File: config.mk
export PLATFORM = sky130hd
export DESIGN_NAME = lsa_aligner
export DESIGN_NICKNAME = d
export VERILOG_FILES = /design/src/rtl/lsa_pkg.sv /design/src/rtl/lsa_align_check.sv /design/src/rtl/lsa_load_extract.sv /design/src/rtl/lsa_store_place.sv /design/src/rtl/lsa_aligner.sv
export SDC_FILE = /design/constraint.sdc
export NUM_CORES = 1
export LEC_CHECK = 0
export ABC_AREA = 1
export BUFFER_PORTS_ARGS = -buffer_cell sky130_fd_sc_hd__buf_2
export CAP_MARGIN = 20
export CORE_ASPECT_RATIO = 1.1
export CORE_MARGIN = 1.5
export CORE_UTILIZATION = 52
export CTS_CLUSTER_SIZE = 24
export DETAILED_ROUTE_END_ITERATION = 8
export GPL_TIMING_DRIVEN = 0
export PLACE_DENSITY = 0.93
export SYNTH_ARGS = -nofsm -noshare
export SYNTH_HDL_FRONTEND = slang
export SYNTH_SLANG_ARGS = --single-unit
File: constraint.sdc
create_clock -name clk -period 3 [get_ports clk]
set_input_delay 0.9 -clock clk [delete_from_list [all_inputs] [get_ports clk]]
set_output_delay 0.9 -clock clk [all_outputs]
set_load 0.01 [all_outputs]
File: src/rtl/lsa_pkg.sv
// Shared types for the load/store lane aligner.
// Assumes: a kind code keeps the unsigned flag in its top bit.
package lsa_pkg;

    // Access size codes, shared by loads and stores.
    typedef enum logic [1:0] {
        SZ_BYTE = 2'b00,
        SZ_HALF = 2'b01,
        SZ_WORD = 2'b10,
        SZ_BAD  = 2'b11
    } lsa_size_e;

    // Load kind: unsigned flag plus size.
    typedef struct packed {
        logic      uns;
        lsa_size_e size;
    } lsa_kind_t;

endpackage

File: src/rtl/lsa_align_check.sv
// Alignment checker: reports whether an access of the given size at the
// given byte offset crosses its natural boundary or uses the illegal size.
// Assumes: a halfword is two lanes and a word covers all LANES lanes.
module lsa_align_check
    import lsa_pkg::*;
#(
    parameter int LANES = 4,
    localparam int OFF_W = $clog2(LANES)
) (
    input  lsa_size_e        size,
    input  logic [OFF_W-1:0] offset,
    output logic             misalign
);

    // Decide alignment by size class.
    always_comb begin
        unique case (size)
            SZ_BYTE: misalign = 1'b0;
            SZ_HALF: misalign = offset[0];
            SZ_WORD: misalign = (offset != '0);
            default: misalign = 1'b1;
        endcase
    end

endmodule

File: src/rtl/lsa_load_extract.sv
// Load path: picks the addressed byte or halfword of a big-endian word
// and widens it with sign or zero fill; a whole word passes through.
// Assumes: misaligned or illegal accesses return zero.
module lsa_load_extract
    import lsa_pkg::*;
#(
    parameter int BYTE_W = 8,
    parameter int LANES  = 4,
    localparam int DATA_W = BYTE_W * LANES,
    localparam int HALF_W = 2 * BYTE_W,
    localparam int HALVES = LANES / 2,
    localparam int OFF_W  = $clog2(LANES)
) (
    input  logic [DATA_W-1:0] word,
    input  logic [OFF_W-1:0]  offset,
    input  lsa_kind_t         kind,
    input  logic              misalign,
    output logic [DATA_W-1:0] value
);

    logic [BYTE_W-1:0] lane_byte [LANES];
    logic [HALF_W-1:0] lane_half [HALVES];
    logic [BYTE_W-1:0] sel_byte;
    logic [HALF_W-1:0] sel_half;
    logic              byte_fill;
    logic              half_fill;

    // Byte k in address order lives at the top of the word for k = 0.
    for (genvar k = 0; k < LANES; k++) begin : g_byte_lane
        assign lane_byte[k] = word[DATA_W-1-k*BYTE_W -: BYTE_W];
    end

    // Halfword h in address order, same big-endian rule.
    for (genvar h = 0; h < HALVES; h++) begin : g_half_lane
        assign lane_half[h] = word[DATA_W-1-h*HALF_W -: HALF_W];
    end

    // Select the addressed items.
    always_comb begin
        sel_byte = lane_byte[offset];
        sel_half = lane_half[offset[OFF_W-1:1]];
    end

    // Fill bit for the upper part: the item's top bit unless unsigned.
    always_comb begin
        byte_fill = sel_byte[BYTE_W-1] & ~kind.uns;
        half_fill = sel_half[HALF_W-1] & ~kind.uns;
    end

    // Widen by size; misaligned accesses yield zero.
    always_comb begin
        if (misalign) begin
            value = '0;
        end else begin
            unique case (kind.size)
                SZ_BYTE: value = {{(DATA_W-BYTE_W){byte_fill}}, sel_byte};
                SZ_HALF: value = {{(DATA_W-HALF_W){half_fill}}, sel_half};
                SZ_WORD: value = word;
                default: value = '0;
            endcase
        end
    end

endmodule

File: src/rtl/lsa_store_place.sv
// Store path: copies the low item of the register value into every lane
// it may land in and builds the big-endian lane enable mask.
// Assumes: enable bit i covers data bits [BYTE_W*i +: BYTE_W].
module lsa_store_place
    import lsa_pkg::*;
#(
    parameter int BYTE_W = 8,
    parameter int LANES  = 4,
    localparam int DATA_W = BYTE_W * LANES,
    localparam int HALF_W = 2 * BYTE_W,
    localparam int HALVES = LANES / 2,
    localparam int OFF_W  = $clog2(LANES)
) (
    input  logic [DATA_W-1:0] data,
    input  logic [OFF_W-1:0]  offset,
    input  lsa_size_e         size,
    input  logic              misalign,
    output logic [DATA_W-1:0] wdata,
    output logic [LANES-1:0]  byte_en
);

    // Replicate the item; the enable mask picks the live lanes.
    always_comb begin
        unique case (size)
            SZ_BYTE: wdata = {LANES{data[BYTE_W-1:0]}};
            SZ_HALF: wdata = {HALVES{data[HALF_W-1:0]}};
            default: wdata = data;
        endcase
    end

    // Per lane k in address order, decide whether it is written.
    for (genvar k = 0; k < LANES; k++) begin : g_lane_en
        logic hit;
        // Does lane k belong to the addressed item?
        always_comb begin
            unique case (size)
                SZ_BYTE: hit = (offset == OFF_W'(k));
                SZ_HALF: hit = (offset[OFF_W-1:1] == (OFF_W-1)'(k / 2));
                SZ_WORD: hit = 1'b1;
                default: hit = 1'b0;
            endcase
        end
        assign byte_en[LANES-1-k] = hit & ~misalign;
    end

endmodule

File: src/rtl/lsa_aligner.sv
// Top of the load/store lane aligner: checks alignment on both paths,
// extracts and widens loads, places stores, and registers all results
// once so each appears one cycle after its request.
// Assumes: synchronous active-low reset; load and store are independent.
module lsa_aligner
    import lsa_pkg::*;
#(
    parameter int BYTE_W = 8,
    parameter int LANES  = 4,
    localparam int DATA_W = BYTE_W * LANES,
    localparam int OFF_W  = $clog2(LANES)
) (
    input  logic              clk,
    input  logic              rst_n,
    input  logic              ld_valid,
    input  logic [DATA_W-1:0] ld_word,
    input  logic [OFF_W-1:0]  ld_offset,
    input  logic [2:0]        ld_kind,
    input  logic              st_valid,
    input  logic [DATA_W-1:0] st_data,
    input  logic [OFF_W-1:0]  st_offset,
    input  logic [1:0]        st_size,
    output logic [DATA_W-1:0] ld_result,
    output logic              ld_misalign,
    output logic              ld_done,
    output logic [DATA_W-1:0] st_wdata,
    output logic [LANES-1:0]  st_byte_en,
    output logic              st_misalign,
    output logic              st_done
);

    lsa_kind_t         ld_kind_s;
    lsa_size_e         st_size_s;
    logic              ld_mis_c;
    logic              st_mis_c;
    logic [DATA_W-1:0] ld_value_c;
    logic [DATA_W-1:0] st_wdata_c;
    logic [LANES-1:0]  st_en_c;

    // Give the raw codes their typed views.
    always_comb begin
        ld_kind_s = lsa_kind_t'(ld_kind);
        st_size_s = lsa_size_e'(st_size);
    end

    lsa_align_check #(.LANES(LANES)) u_ld_align (
        .size     (ld_kind_s.size),
        .offset   (ld_offset),
        .misalign (ld_mis_c)
    );

    lsa_align_check #(.LANES(LANES)) u_st_align (
        .size     (st_size_s),
        .offset   (st_offset),
        .misalign (st_mis_c)
    );

    lsa_load_extract #(.BYTE_W(BYTE_W), .LANES(LANES)) u_load (
        .word     (ld_word),
        .offset   (ld_offset),
        .kind     (ld_kind_s),
        .misalign (ld_mis_c),
        .value    (ld_value_c)
    );

    lsa_store_place #(.BYTE_W(BYTE_W), .LANES(LANES)) u_store (
        .data     (st_data),
        .offset   (st_offset),
        .size     (st_size_s),
        .misalign (st_mis_c),
        .wdata    (st_wdata_c),
        .byte_en  (st_en_c)
    );

    // Load result register: capture on request, hold otherwise.
    always_ff @(posedge clk) begin
        if (!rst_n) begin
            ld_done     <= 1'b0;
            ld_result   <= '0;
            ld_misalign <= 1'b0;
        end else begin
            ld_done <= ld_valid;
            if (ld_valid) begin
                ld_result   <= ld_value_c;
                ld_misalign <= ld_mis_c;
            end
        end
    end

    // Store result register: enables drop to zero on idle cycles.
    always_ff @(posedge clk) begin
        if (!rst_n) begin
            st_done     <= 1'b0;
            st_wdata    <= '0;
            st_byte_en  <= '0;
            st_misalign <= 1'b0;
        end else begin
            st_done    <= st_valid;
            st_byte_en <= st_valid ? st_en_c : '0;
            if (st_valid) begin
                st_wdata    <= st_wdata_c;
                st_misalign <= st_mis_c;
            end
        end
    end

endmodule

# Yosys cells after proc, flatten, opt, wreduce, memory -nomap -nowiden
# Index checks and enable logic that the tools add are counted.
# classes
magnitude_cmp	2
n_eq_ne	7
muxes	15
bitwise_logic	11
n_reduce_logical	6
# op_table
operator	n
$pmux 32 s3	1
$pmux 32 s2	1
$mux 16	3
$mux 32	1
$pmux 1 s3	6
$bmux 8 s2	1
$mux 8	2
$eq 2x2->1 const B	4
$and 1x1->1	6
$eq 2x1->1 const B	3
$logic_not 2->1	3
$reduce_bool 2->1	2
$ge 3x3->1 const B	1
$not 1->1	3
$not 2->3	1
$ge 2x2->1 const B	1
$not 1->2	1
$reduce_and 2->1	1
# word_totals
register_bits	72
input_bits	77
word_cells	48

# Depth between registers and ports, before layout
# logic_depth
ltp_word	7
ltp_mapped	10
depth_no_buf	9

# Hierarchy
# From an unflattened synthesis, not the netlist that was laid out.
# unflattened
hier_cells	757
hier_area_um2	4380.5
# by_module_without_submodules
module	instances	cells_per_inst	area_per_inst_um2	seq_area_each_um2
lsa_aligner	1	436	2859.0	1441.4
lsa_load_extract	1	201	1004.7	0.0
lsa_store_place	1	114	489.2	0.0
lsa_align_check	2	3	13.8	0.0

# Least setup slack after synthesis
# Ideal clock, no wire load.
# synth_timing
kind	in2reg
startpoint	in ld_offset[1]
endpoint	reg ld_result[15]
setup_time_ns	0.132
arrival_time_ns	1.691
required_time_ns	2.868
path_slack_ns	1.176
stages	10
path_buffers	2
cell_sequence	buf_4 -> nand2_1 -> nand2_1 -> nand2_1 -> nand2_2 -> nand2_4 -> buf_6 -> nand2_1 -> nand2_1 -> a21oi_1
# synth_via
elab_chain_cells	7
word_cells_on_any_way	13
# synth_lines
item	line_no	text
start, declared	lsa_aligner.sv:17	input logic [OFF_W-1:0] ld_offset,
$not 2->3 (not written as such)	lsa_load_extract.sv:40	sel_byte = lane_byte[offset];
$bmux 8 s2	lsa_load_extract.sv:40	
$mux 8 (not written as such) (2 in a row)	lsa_load_extract.sv:40	
$and 1x1->1	lsa_load_extract.sv:46	byte_fill = sel_byte[BYTE_W-1] & ~kind.uns;
$pmux 32 s3	lsa_load_extract.sv:55	unique case (kind.size)
$mux 32 *	lsa_load_extract.sv:52	if (misalign) begin
end signal, assigned	lsa_aligner.sv:84	ld_result <= ld_value_c;
end, declared	lsa_aligner.sv:23	output logic [DATA_W-1:0] ld_result,
# Every way passes the cells marked *; elsewhere a longest branch is shown, timed or not. The select of a mux whose other input is x is not followed.
# A chain may end at the register's enable or synchronous reset.

# Worst setup path in the final report
# layout_timing
startpoint	in st_size[1]
endpoint	reg st_wdata[13]
# layout_via
elab_chain_cells	2
word_cells_on_any_way	3
# layout_lines
item	line_no	text
start, declared	lsa_aligner.sv:22	input logic [1:0] st_size,
$eq 2x1->1 or $logic_not 2->1 (tied branches)	lsa_store_place.sv:24	unique case (size)
$pmux 32 s2 *	lsa_store_place.sv:24	
end signal, assigned	lsa_aligner.sv:101	st_wdata <= st_wdata_c;
end, declared	lsa_aligner.sv:26	output logic [DATA_W-1:0] st_wdata,
# Every way passes the cells marked *; elsewhere a longest branch is shown, timed or not.

==> flow_summary.toml <==
[outcome]
status = "finished clean"

[clocking]
cts-buffers-inserted = 9
htreeDepth = 3
clockBufferDepth = 2
clock_sinks = 72
clk_pin_slew_ps = 70
clk_latency_ps = 340
cts_resized = 0
post_cts_buffers = 0
root_buffer = "clkbuf_8"
cts_tree = "built"
ctsHoldBuffers = 0

[sta]
hold_viol = 0
relSlewSlack_pct = 61.22
maxSlewViolCount = 0
min_period_ps = 1931
tightest_slew_ps = 579.5
rsz0062_at_grt = "false"
fin_skew_ps = 0
fin_crit_sh_pct = 64.37
fin_hold_ws_ps = 460.5
fin_setup_tns_ps = 0
fmax_mhz = 517.8
finalSetupViolCount = 0

[die]
die_y_um = 90.20
ios = 149
rows = 31
core_sq_um = 6633
die_area_sq_um = 7421
start_util_pct = 54.20
die_w_um = 82.28

[logic_synthesis]
synth_nets = 645
ys.flop_type = "dfxtp_1"
ys_seq_area_share_pct = 40.10
synth_edf_count = 0
synth.area.top_cells = "dfxtp_1 40%, nand2_1 24%, a21oi_1 9.2%"
synth_top_area_cell = "dfxtp_1"
syn_area_sq_um = 3595
yosysMostFrequentCell = "nand2_1"
syn_inst = 568
yosys_warnings = 0
synthArstFlopShare_pct = 0
yosysTopAreaCellShare_pct = 40.10
ys_types = 23
ys_seq_elements = 72
syn_area_per_cell_sq_um = 6.329
synth_common_cells = "234 x nand2_1, 72 x dfxtp_1, 66 x a21oi_1"

[global_route]
grtUsageMet1_pct = 34.05
track_usage_pct = 30.50
busiest_layer = "met2"
met2_usage_pct = 50.41
grt_pass1_wl_um = 17500
grt_max_degree = 13
gr-total-overflow = 0
antenna_found_initial = 0
grt_pass1_vias = 3963
met3_usage_pct = 7.107

[placement]
hpwl_um = 8677
port_buffers = 147
place_congestion = 1.049
placed_cells = 797

[route]
drc = 0
drtIter0Drc = 229
num_vias = 4244
wl_um = 11030
drtAntennaViolNets = 0
via_per_inst = 5.227
dr.pass1.iters = 5
wl_per_cell_um = 13.58

[worst_setup_path]
cp.required_ps = 3230
cp-start-kind = "input pin"
crit_path_end_kind = "flip-flop"
cp_max_fo = 10
crit_type = "input pin to flip-flop"
arrival_ps = 2160

[cells_and_area]
drive_gt1_share_pct = 25.34
syn2layout_area_growth_pct = 30.46
antenna_cells = 0
fin_cells = 812
nNetsFinal = 803

[power]
p_leak_nw = 2.617
comb_power_share_pct = 16.5
clkPwrFrac_pct = 41.1
power_density_nw_per_um2 = 516.2
internal_power_w = 0.001788
p_sw_share_pct = 26.16
seq_power_share_pct = 42.4
ir_worst_vdd_mv = 0.3285
p_sw_w = 0.0006332

[run]
cap_violations = 0

[hold_path]
hold_path.class = "flip-flop to flip-flop"
[cell families after synthesis]
family | after synthesis | share of synthesized area, %
flip-flops | 72 | 40.10
AO/OA/AOI/OAI | 121 | 17.89
AND/OR/NAND/NOR | 282 | 31.36
buffers and inverters | 93 | 10.65
[power by group through the flow]
stage	Combinational (W)	Sequential, W	Clock, W
CTS	0.000396	0.00102	0.00100
global route	0.000448	0.00103	0.00105
global placement	0.000384	0.00104	0
finish	0.000400	0.00103	0.000995
detailed placement	0.000394	0.00105	0
floorplan	0.000203	0.00107	0
[through the flow]
step | utilization [%] | setup slack, ps | power, W | instance area [sq um]
CTS | 70.70 | 1109 | 0.002420 | 4690
global placement | 66.84 | 828.1 | 0.001427 | 4433
floorplan | - | 1176 | 0.001270 | 3595
global route | 70.70 | 936.0 | 0.002527 | 4690
detailed placement | 66.84 | 765.7 | 0.001440 | 4433
finish | 70.70 | 1069 | 0.002421 | 4690
[flip-flops by register name, summed over array words and instances, names as in the netlist]
register	count
ld_result	32
st_wdata	32
st_byte_en	4
ld_done	1
ld_misalign	1
st_done	1
st_misalign	1
[layer usage]
metal	up-vias	part of all wire, %
li1	2091	-
met1	1840	37
met2	257	48
met3	56	9.6
met4	0	5.6
met5	-	0
[critical path, cell delays in order]
cell,delay (ps)
buf_2,120
nor2_1,470
buf_2,320
o21ai_0,120
o21ai_0,180
inv_1,60
[final timing paths]
| path | startpoint | end | slack (ps) | cells after the start |
|---|---|---|---|---|
| min | st_wdata[2] | st_wdata[2] | 460 | 2 |
| max reg2reg | ld_misalign | ld_misalign | 2220 | 3 |
| min reg2reg | st_wdata[2] | st_wdata[2] | 460 | 2 |
| max | st_size[1] | st_wdata[13] | 1070 | 6 |
[cells in the final DEF, fill, tap and decap left out]
cell and count:
a21oi_1 66, a22oi_1 1, buf_2 153, buf_4 1, buf_6 3, bufinv_16 4
clkbuf_1 22, clkbuf_8 9, clkinv_1 1, dfxtp_1 72, inv_1 57, inv_2 4
inv_6 1, nand2_1 234, nand2_2 2, nand2_4 1, nand3_1 8, nand3_4 1
nor2_1 28, nor2_2 1, nor2_4 3, nor3_1 2, o211a_1 1, o21ai_0 45
o221ai_1 8, or2_2 2
[area by class of cell]
type | instances | area [sq um]
timing repair buffer | 147 | 735.7
clock inverter | 5 | 128.9
buffer | 31 | 150.1
inverter | 62 | 232.7
sequential | 72 | 1441
clock buffer | 10 | 127.6
multi-input combinational | 403 | 1770
fill | 589 | 1943
tap | 82 | 102.6
Note: power is estimated with default switching activity, not from simulation.
